File: config.mk
export PLATFORM = sky130hd
export DESIGN_NAME = linear_stream_sorter
export DESIGN_NICKNAME = d
export VERILOG_FILES = /design/src/rtl/lss_pkg.sv /design/src/rtl/lss_cell.sv /design/src/rtl/lss_ctrl.sv /design/src/rtl/linear_stream_sorter.sv
export SDC_FILE = /design/constraint.sdc
export NUM_CORES = 1
export LEC_CHECK = 0
export BUFFER_PORTS_ARGS = -buffer_cell sky130_fd_sc_hd__buf_2
export CAP_MARGIN = 25
export CORE_MARGIN = 8
export CORE_UTILIZATION = 45
export DETAILED_ROUTE_END_ITERATION = 12
export PLACE_DENSITY = 0.73
export SYNTH_ARGS = -nofsm -noshare
export SYNTH_HDL_FRONTEND = slang
export SYNTH_SLANG_ARGS = --single-unit
File: constraint.sdc
create_clock -name clk -period 3.7 [get_ports clk]
set_input_delay 0.555 -clock clk [delete_from_list [all_inputs] [get_ports clk]]
set_output_delay 0.555 -clock clk [all_outputs]
set_load 0.02 [all_outputs]
File: src/rtl/lss_pkg.sv
package lss_pkg;
   typedef enum logic [0:0] {
      LSS_COL_FULL = 1'b0,
      LSS_COL_TRIM = 1'b1
   } lss_col_e;

   function automatic int lss_slots(input int n, input int k, input lss_col_e col);
      if (col == LSS_COL_FULL) return n;
      return k + (k % 2);
   endfunction
endpackage

File: src/rtl/lss_cell.sv
module lss_cell #(
   parameter int KW = 9,
   parameter int TW = 4
) (
   input  logic          clk,
   input  logic          rst_n,
   input  logic          clr,
   input  logic          en,
   input  logic [KW-1:0] x_key,
   input  logic [TW-1:0] x_tag,
   input  logic [KW-1:0] below_key,
   input  logic [TW-1:0] below_tag,
   output logic [KW-1:0] lo_key,
   output logic [TW-1:0] lo_tag,
   output logic [KW-1:0] hi_key,
   output logic [TW-1:0] hi_tag
);
   logic          lo_take, lo_from_x, hi_take, hi_from_x;
   logic [KW-1:0] lo_key_n, hi_key_n;
   logic [TW-1:0] lo_tag_n, hi_tag_n;

   // strict compare: an equal stored entry stays below the newcomer
   always_comb begin
      lo_take   = x_key < lo_key;
      lo_from_x = !(x_key < below_key);
      hi_take   = x_key < hi_key;
      hi_from_x = !lo_take;
      lo_key_n  = lo_key;
      lo_tag_n  = lo_tag;
      hi_key_n  = hi_key;
      hi_tag_n  = hi_tag;
      if (lo_take) begin
         lo_key_n = lo_from_x ? x_key : below_key;
         lo_tag_n = lo_from_x ? x_tag : below_tag;
      end
      if (hi_take) begin
         hi_key_n = hi_from_x ? x_key : lo_key;
         hi_tag_n = hi_from_x ? x_tag : lo_tag;
      end
   end

   always_ff @(posedge clk or negedge rst_n) begin
      if (!rst_n) begin
         lo_key <= '1;
         hi_key <= '1;
         lo_tag <= '0;
         hi_tag <= '0;
      end else if (clr) begin
         lo_key <= '1;
         hi_key <= '1;
         lo_tag <= '0;
         hi_tag <= '0;
      end else if (en) begin
         lo_key <= lo_key_n;
         hi_key <= hi_key_n;
         lo_tag <= lo_tag_n;
         hi_tag <= hi_tag_n;
      end
   end
endmodule

File: src/rtl/lss_ctrl.sv
module lss_ctrl #(
   parameter int N = 8
) (
   input  logic clk,
   input  logic rst_n,
   input  logic start,
   input  logic in_valid,
   output logic accept,
   output logic done
);
   localparam int CW = $clog2(N + 1);
   localparam logic [CW-1:0] LAST = CW'(N - 1);
   localparam logic [CW-1:0] FULL = CW'(N);

   logic [CW-1:0] cnt;

   assign accept = in_valid && !start && (cnt != FULL);

   always_ff @(posedge clk or negedge rst_n) begin
      if (!rst_n) begin
         cnt  <= '0;
         done <= 1'b0;
      end else if (start) begin
         cnt  <= '0;
         done <= 1'b0;
      end else begin
         done <= accept && (cnt == LAST);
         if (accept) cnt <= cnt + 1'b1;
      end
   end
endmodule

File: src/rtl/linear_stream_sorter.sv
module linear_stream_sorter
   import lss_pkg::*;
#(
   parameter int       N   = 8,
   parameter int       K   = 3,
   parameter int       MW  = 8,
   parameter int       TW  = 4,
   parameter lss_col_e COL = LSS_COL_TRIM
) (
   input  logic            clk,
   input  logic            rst_n,
   input  logic            start,
   input  logic            in_valid,
   input  logic [MW-1:0]   in_metric,
   input  logic [TW-1:0]   in_tag,
   output logic [K*MW-1:0] out_metric,
   output logic [K*TW-1:0] out_tag,
   output logic            done
);
   localparam int SLOTS = lss_slots(N, K, COL);
   localparam int CELLS = SLOTS / 2;
   localparam int KW    = MW + 1;

   if (N % 2 != 0) begin : g_bad_n
      $error("linear_stream_sorter: N must be even");
   end
   if (K < 1 || K > N) begin : g_bad_k
      $error("linear_stream_sorter: K must lie in 1..N");
   end
   if (MW < 1 || TW < 1) begin : g_bad_w
      $error("linear_stream_sorter: widths must be positive");
   end

   logic          accept;
   logic [KW-1:0] x_key;
   logic [KW-1:0] key [SLOTS];
   logic [TW-1:0] tag [SLOTS];

   // extra MSB set means empty slot; real inputs enter with it clear
   assign x_key = {1'b0, in_metric};

   lss_ctrl #(.N(N)) ctrl_i (
      .clk     (clk),
      .rst_n   (rst_n),
      .start   (start),
      .in_valid(in_valid),
      .accept  (accept),
      .done    (done)
   );

   for (genvar c = 0; c < CELLS; c++) begin : g_cell
      logic [KW-1:0] bk;
      logic [TW-1:0] bt;
      if (c == 0) begin : g_floor
         assign bk = '0;
         assign bt = '0;
      end else begin : g_stack
         assign bk = key[2*c-1];
         assign bt = tag[2*c-1];
      end
      lss_cell #(.KW(KW), .TW(TW)) cell_i (
         .clk      (clk),
         .rst_n    (rst_n),
         .clr      (start),
         .en       (accept),
         .x_key    (x_key),
         .x_tag    (in_tag),
         .below_key(bk),
         .below_tag(bt),
         .lo_key   (key[2*c]),
         .lo_tag   (tag[2*c]),
         .hi_key   (key[2*c+1]),
         .hi_tag   (tag[2*c+1])
      );
   end

   for (genvar i = 0; i < K; i++) begin : g_out
      assign out_metric[i*MW +: MW] = key[i][MW-1:0] | {MW{key[i][MW]}};
      assign out_tag[i*TW +: TW]    = tag[i];
   end
endmodule

== Word level (Yosys, flattened, before mapping) ==
Index checks and enable logic that the tools add are counted.

* Input port bits: 16
* Register bits after elaboration: 44

* Muxes and demuxes: 27
* Order comparisons: 4
* Reduce and logical (&&, ||, !) cells: 11
* Equality and inequality tests: 2
* Add/subtract/negate cells: 1
* Bitwise operators: 3

{| class="wikitable"
|+ Operators with widths
! kind !! number
|-
| 9-bit two-way mux || 11
|-
| 4-bit two-way mux || 14
|-
| 8-bit by 9-bit < comparator with 1-bit output || 3
|-
| 8-bit bitwise OR || 3
|-
| 8-bit by 1-bit < comparator with 1-bit output (second input constant) || 1
|-
| 8-bit two-way mux || 1
|-
| 2-bit nonzero test || 4
|-
| 2-bit AND reduction || 3
|-
| 4-bit by 1-bit adder with 4-bit output (second input constant) || 1
|-
| 4-bit by 3-bit equality test with 1-bit output (second input constant) || 1
|-
| 4-bit != test (second input constant) || 1
|-
| 1-bit logical AND || 3
|-
| 1-bit logical NOT || 1
|-
| 1-bit two-way mux || 1
|}

== Depth between registers and ports, before layout ==
* Depth after elaboration: 5
* Gate-level depth with buffers: 8

== Hierarchy ==
A second synthesis with hierarchy kept.

* Cell total of the unflattened synthesis: 440
* Area total of the unflattened synthesis: 4212.8 um2

{| class="wikitable"
|+ Modules (own cells, without submodules)
! module !! sequential area each (um2) !! times used !! cells an instance !! area an instance (um2)
|-
| lss_cell || 673.1 || 2 || 195 || 1888.1
|-
| lss_ctrl || 125.1 || 1 || 25 || 282.8
|-
| linear_stream_sorter || 0.0 || 1 || 25 || 153.9
|}

== Least setup slack after synthesis ==
Ideal clock, no wire load.

* Kind: input-to-reg
* From: input in_metric[7]
* To: register g_cell[0].cell_i.lo_key[2]
* Data arrival time: 2142 ps
* Cell stages on the path: 7
* Buffers on the path: 1
* Path slack: 1483 ps
* Required time: 3625 ps
* Cell sequence: ha_1 -> and3_1 -> a221o_1 -> a41o_2 -> a21oi_4 -> buf_12 -> mux2i_1

* Word-level cells in the longest chain between the ends: 5

{| class="wikitable"
|+ RTL lines
! element !! line !! source
|-
| from (decl) || linear_stream_sorter.sv:14 || <nowiki>input logic [MW-1:0] in_metric,</nowiki>
|-
| 8-bit by 1-bit < comparator with 1-bit output || lss_cell.sv:25 || <nowiki>lo_from_x = !(x_key < below_key);</nowiki>
|-
| 8-bit two-way mux || lss_cell.sv:33 || <nowiki>lo_key_n = lo_from_x ? x_key : below_key;</nowiki>
|-
| 9-bit two-way mux || lss_cell.sv:32 || <nowiki>if (lo_take) begin</nowiki>
|-
| 9-bit two-way mux || lss_cell.sv:53 || <nowiki>end else if (en) begin</nowiki>
|-
| 9-bit two-way mux || lss_cell.sv:48 || <nowiki>end else if (clr) begin</nowiki>
|-
| to (signal assigned) || lss_cell.sv:54 || <nowiki>lo_key <= lo_key_n;</nowiki>
|-
| to (decl) || lss_cell.sv:13 || <nowiki>output logic [KW-1:0] lo_key,</nowiki>
|}

Several ways; a longest one is shown, not always the timed one. The select of a mux whose other input is x is not followed.
A chain may end at the register's enable or synchronous reset.

== Worst setup path after layout ==
* From: register g_cell[0].cell_i.lo_key[4]
* To: register g_cell[0].cell_i.hi_tag[2]

* Word-level cells in the longest chain between the ends: 5

{| class="wikitable"
|+ RTL lines
! element !! line !! source
|-
| 8-bit by 9-bit < comparator with 1-bit output || lss_cell.sv:24 || <nowiki>lo_take = x_key < lo_key;</nowiki>
|-
| 4-bit two-way mux || lss_cell.sv:38 || <nowiki>hi_tag_n = hi_from_x ? x_tag : lo_tag;</nowiki>
|-
| 4-bit two-way mux || lss_cell.sv:36 || <nowiki>if (hi_take) begin</nowiki>
|-
| 4-bit two-way mux || lss_cell.sv:53 ||
|-
| 4-bit two-way mux || lss_cell.sv:48 ||
|-
| to (signal assigned) || lss_cell.sv:57 || <nowiki>hi_tag <= hi_tag_n;</nowiki>
|-
| to (decl) || lss_cell.sv:16 || <nowiki>output logic [TW-1:0] hi_tag</nowiki>
|}

No other way between the ends. The select of a mux whose other input is x is not followed.

==> impl_metrics.env <==
export IMPL_timing_slew_headroom_pct=48.4
export IMPL_antennaDiodeCount=0
export IMPL_peakVddDrop_mv=0.236
export IMPL_fin_crit_ns=2.61
export IMPL_synth_most_common_cell="nor2_1"
export IMPL_grt_ovfl_total=0
export IMPL_fmax_mhz=384
export IMPL_root_buffer="clkbuf_8"
export IMPL_cp_required_ns=3.91
export IMPL_switching_share_pct=30.7
export IMPL_cts_resized=0
export IMPL_endpoint_kind="flip-flop"
export IMPL_synth_seq_cells=44
export IMPL_power_frac_seq_pct=51.6
export IMPL_hold_violations=0
export IMPL_die_w_um=96.3
export IMPL_clock_skew_ns=0.0128
export IMPL_die_area_um2=9280
export IMPL_yosysTopAreaCellShare_pct=24.4
export IMPL_outcome="complete, no violations"
export IMPL_fp_coreArea_um2=6310
export IMPL_postRouteAntennaNets=0
export IMPL_design_area_um2=3290
export IMPL_synth_commonest_cells="nor2_1 (36), dfstp_2 (27), inv_1 (27)"
export IMPL_vias=2362
export IMPL_port_buffers=52
export IMPL_drtIter0Drc=98
export IMPL_cp_cell_sequence="inv_1, ha_1, a21o_1, a221o_1, a41oi_1, o21ai_0, a311oi_2"
export IMPL_grt_busiest_layer="met2"
export IMPL_setup_tns_ns=0
export IMPL_worst_pin_slew_ns=0.764
export IMPL_hold_class="in -> async"
export IMPL_ioPinCount=53
export IMPL_cpMaxStageDelayCell="a41oi_1"
export IMPL_yosysWarnings=0
export IMPL_grtUsageMet2_pct=26.1
export IMPL_pre_cts_slack_ns=0.927
export IMPL_cts_tree="built"
export IMPL_postSynth_topFlopCell="dfstp_2"
export IMPL_finalWirelength_mm=6.66
export IMPL_use_met3_pct=2.81
export IMPL_drtPass1Iterations=4
export IMPL_fp_row_count=29
export IMPL_ys_seq_area_share_pct=39.1
export IMPL_cts_buffers=5
export IMPL_netlist_area_um2=2900
export IMPL_viasPerCell=5.38
export IMPL_setup_viol=0
export IMPL_grt_use_met1_pct=18.4
export IMPL_leakagePower_uw=0.00155
export IMPL_synth_avg_cell_area_um2=9.19
export IMPL_final_nets=400
export IMPL_p_total_uw=1060
export IMPL_drv_cap=0
export IMPL_dp_cells=430
export IMPL_postCtsSetupRepairBufs=0
export IMPL_cts_num_sinks=44
export IMPL_layout_drive_gt1_share_pct=30.4
export IMPL_fin_crit_sh_pct=70.5
export IMPL_dpl_cell_area_um2=3180
export IMPL_ys_types=45
export IMPL_slew_viol_final=0
export IMPL_cts_hold_buffers=0
export IMPL_critPathBufInv=1
export IMPL_grt_max_degree=45
export IMPL_dp_hpwl_mm=5.13
export IMPL_critPathLaunchType="flip-flop"
export IMPL_clockBufferDepth=2
export IMPL_async_flop_share_pct=100
export IMPL_arrival_ns=2.82
export IMPL_syn_num_nets=355
export IMPL_p_per_area_nw_per_um2=322
export IMPL_grt_usage_pct=15.0
export IMPL_pwr_share_clk_pct=28.2
export IMPL_first_global_vias=2456
export IMPL_clk_pin_slew_ns=0.08
export IMPL_htree_levels=2
export IMPL_fillerInstances=620
export IMPL_cp_max_fo=12
export IMPL_p_comb_share_pct=20.2
export IMPL_area_delta_synth_final_pct=13.1
export IMPL_clk_latency_ns=0.30
export IMPL_drcViolationCount=0
export IMPL_netlist_top_cells_area="dfstp_2 (24%), dfrtp_1 (15%), ha_1 (9.9%), mux2i_1 (8.6%), nor2_1 (4.7%)"
export IMPL_power_switching_uw=324
export IMPL_syn_inst=316
export IMPL_slowest_delay_ns=0.61
export IMPL_antenna_found_initial=0
export IMPL_instances_no_fill=439
export IMPL_intPower_uw=733
export IMPL_yosysTopAreaCell="dfstp_2"
export IMPL_routedWlPerCell_um=15.2
export IMPL_grt_pass1_wl_mm=11.1
export IMPL_die_h_um=96.3
export IMPL_worstSetupPathType="reg -> reg"
export IMPL_rsz0062_at_grt="no"
export IMPL_finalWorstSetupSlack_ns=1.09
export IMPL_routabilityCongestion=0.844
export IMPL_start_util_pct=46.0
export IMPL_cp_top_family="compound AO/OA/AOI/OAI gates"
export IMPL_synth_enable_flop_cells=0
==> through the flow <==
step / hold WS [ns] / util, %
global route: 0.0423 / 52.0
detailed placement: 0.472 / 50.4
CTS: 0.424 / 51.7
global placement: 0.470 / 50.4
finish: 0.0494 / 52.0
floorplan: 0.259 / -
==> worst reg2reg max path, stage by stage (launching register included) <==
cell	delay, ns
dfstp_2	0.55
inv_1	0.06
ha_1	0.30
a21o_1	0.17
a221o_1	0.34
a41oi_1	0.61
o21ai_0	0.23
a311oi_2	0.26
==> worst paths after layout <==
check | from | endpoint | slack (ns) | depth (start not counted)
setup reg to reg | g_cell[0].cell_i.lo_key[4] | g_cell[0].cell_i.hi_tag[2] | 1.09 | 7
hold / removal | rst_n | g_cell[0].cell_i.hi_tag[2] | 0.05 | 1
hold reg to reg | ctrl_i.cnt[3] | ctrl_i.done | 0.49 | 1
max in group asynchronous | rst_n | g_cell[1].cell_i.lo_key[4] | 3.17 | 2
setup / recovery | g_cell[0].cell_i.lo_key[4] | g_cell[0].cell_i.hi_tag[2] | 1.09 | 7
min in group clk | ctrl_i.cnt[3] | ctrl_i.done | 0.49 | 1
==> per-layer routing <==
metal / share of wire, % / up-vias
li1: - / 1198
met1: 46 / 1102
met2: 49 / 53
met3: 4.2 / 9
met4: 1.1 / 0
met5: 0 / -
==> layout by cell type, fill, tap and decap left out, types with 12 or more instances in the layout <==
cell and n:
buf_2 52, nor2_1 36, inv_1 27, dfstp_2 27, mux2i_1 25, ha_1 23, or2_2 17, o21ai_0 17
dfrtp_1 17, nand2_1 15, nand3_1 12
==> registers in the layout, indices dropped and copies added (netlist names) <==
signal,count
ctrl_i.cnt,4
ctrl_i.done,1
g_cell.cell_i.hi_tag,4
g_cell.cell_i.hi_key,9
g_cell.cell_i.lo_key,18
g_cell.cell_i.lo_tag,8
==> power groups by stage <==
stage | Clock, uW | Sequential (uW) | Combinational [uW]
2_1_floorplan | 0 | 555 | 142
3_3_place_gp | 0 | 553 | 205
3_5_place_dp | 0 | 554 | 212
4_1_cts | 304 | 546 | 213
5_1_grt | 317 | 552 | 238
6_report | 298 | 546 | 214
==> cells by family (layout without fill, tap and decap cells) <==
logic type | Yosys count | in the layout | share of synthesized area, %
xor+xnor | 3 | 3 | 0.905
simple gates | 107 | 107 | 18.0
mux | 25 | 25 | 8.62
flops | 44 | 44 | 39.1
buf+inv | 44 | 90 | 6.76
compound gates | 70 | 70 | 16.7
fa+ha+maj | 23 | 23 | 9.91
==> area by class of cell <==
class                      count  area (um2)  share of cell area (%)
clock buffer                   7        76.3                    2.32
clock inverter                 1        8.76                   0.267
inverter                      27         101                    3.08
multi-input combinational    228        1570                    47.9
sequential                    44        1130                    34.5
tap                           77        96.3                    2.93
timing repair buffer          55         295                    8.99
Note: power is estimated with default switching activity, not from simulation.
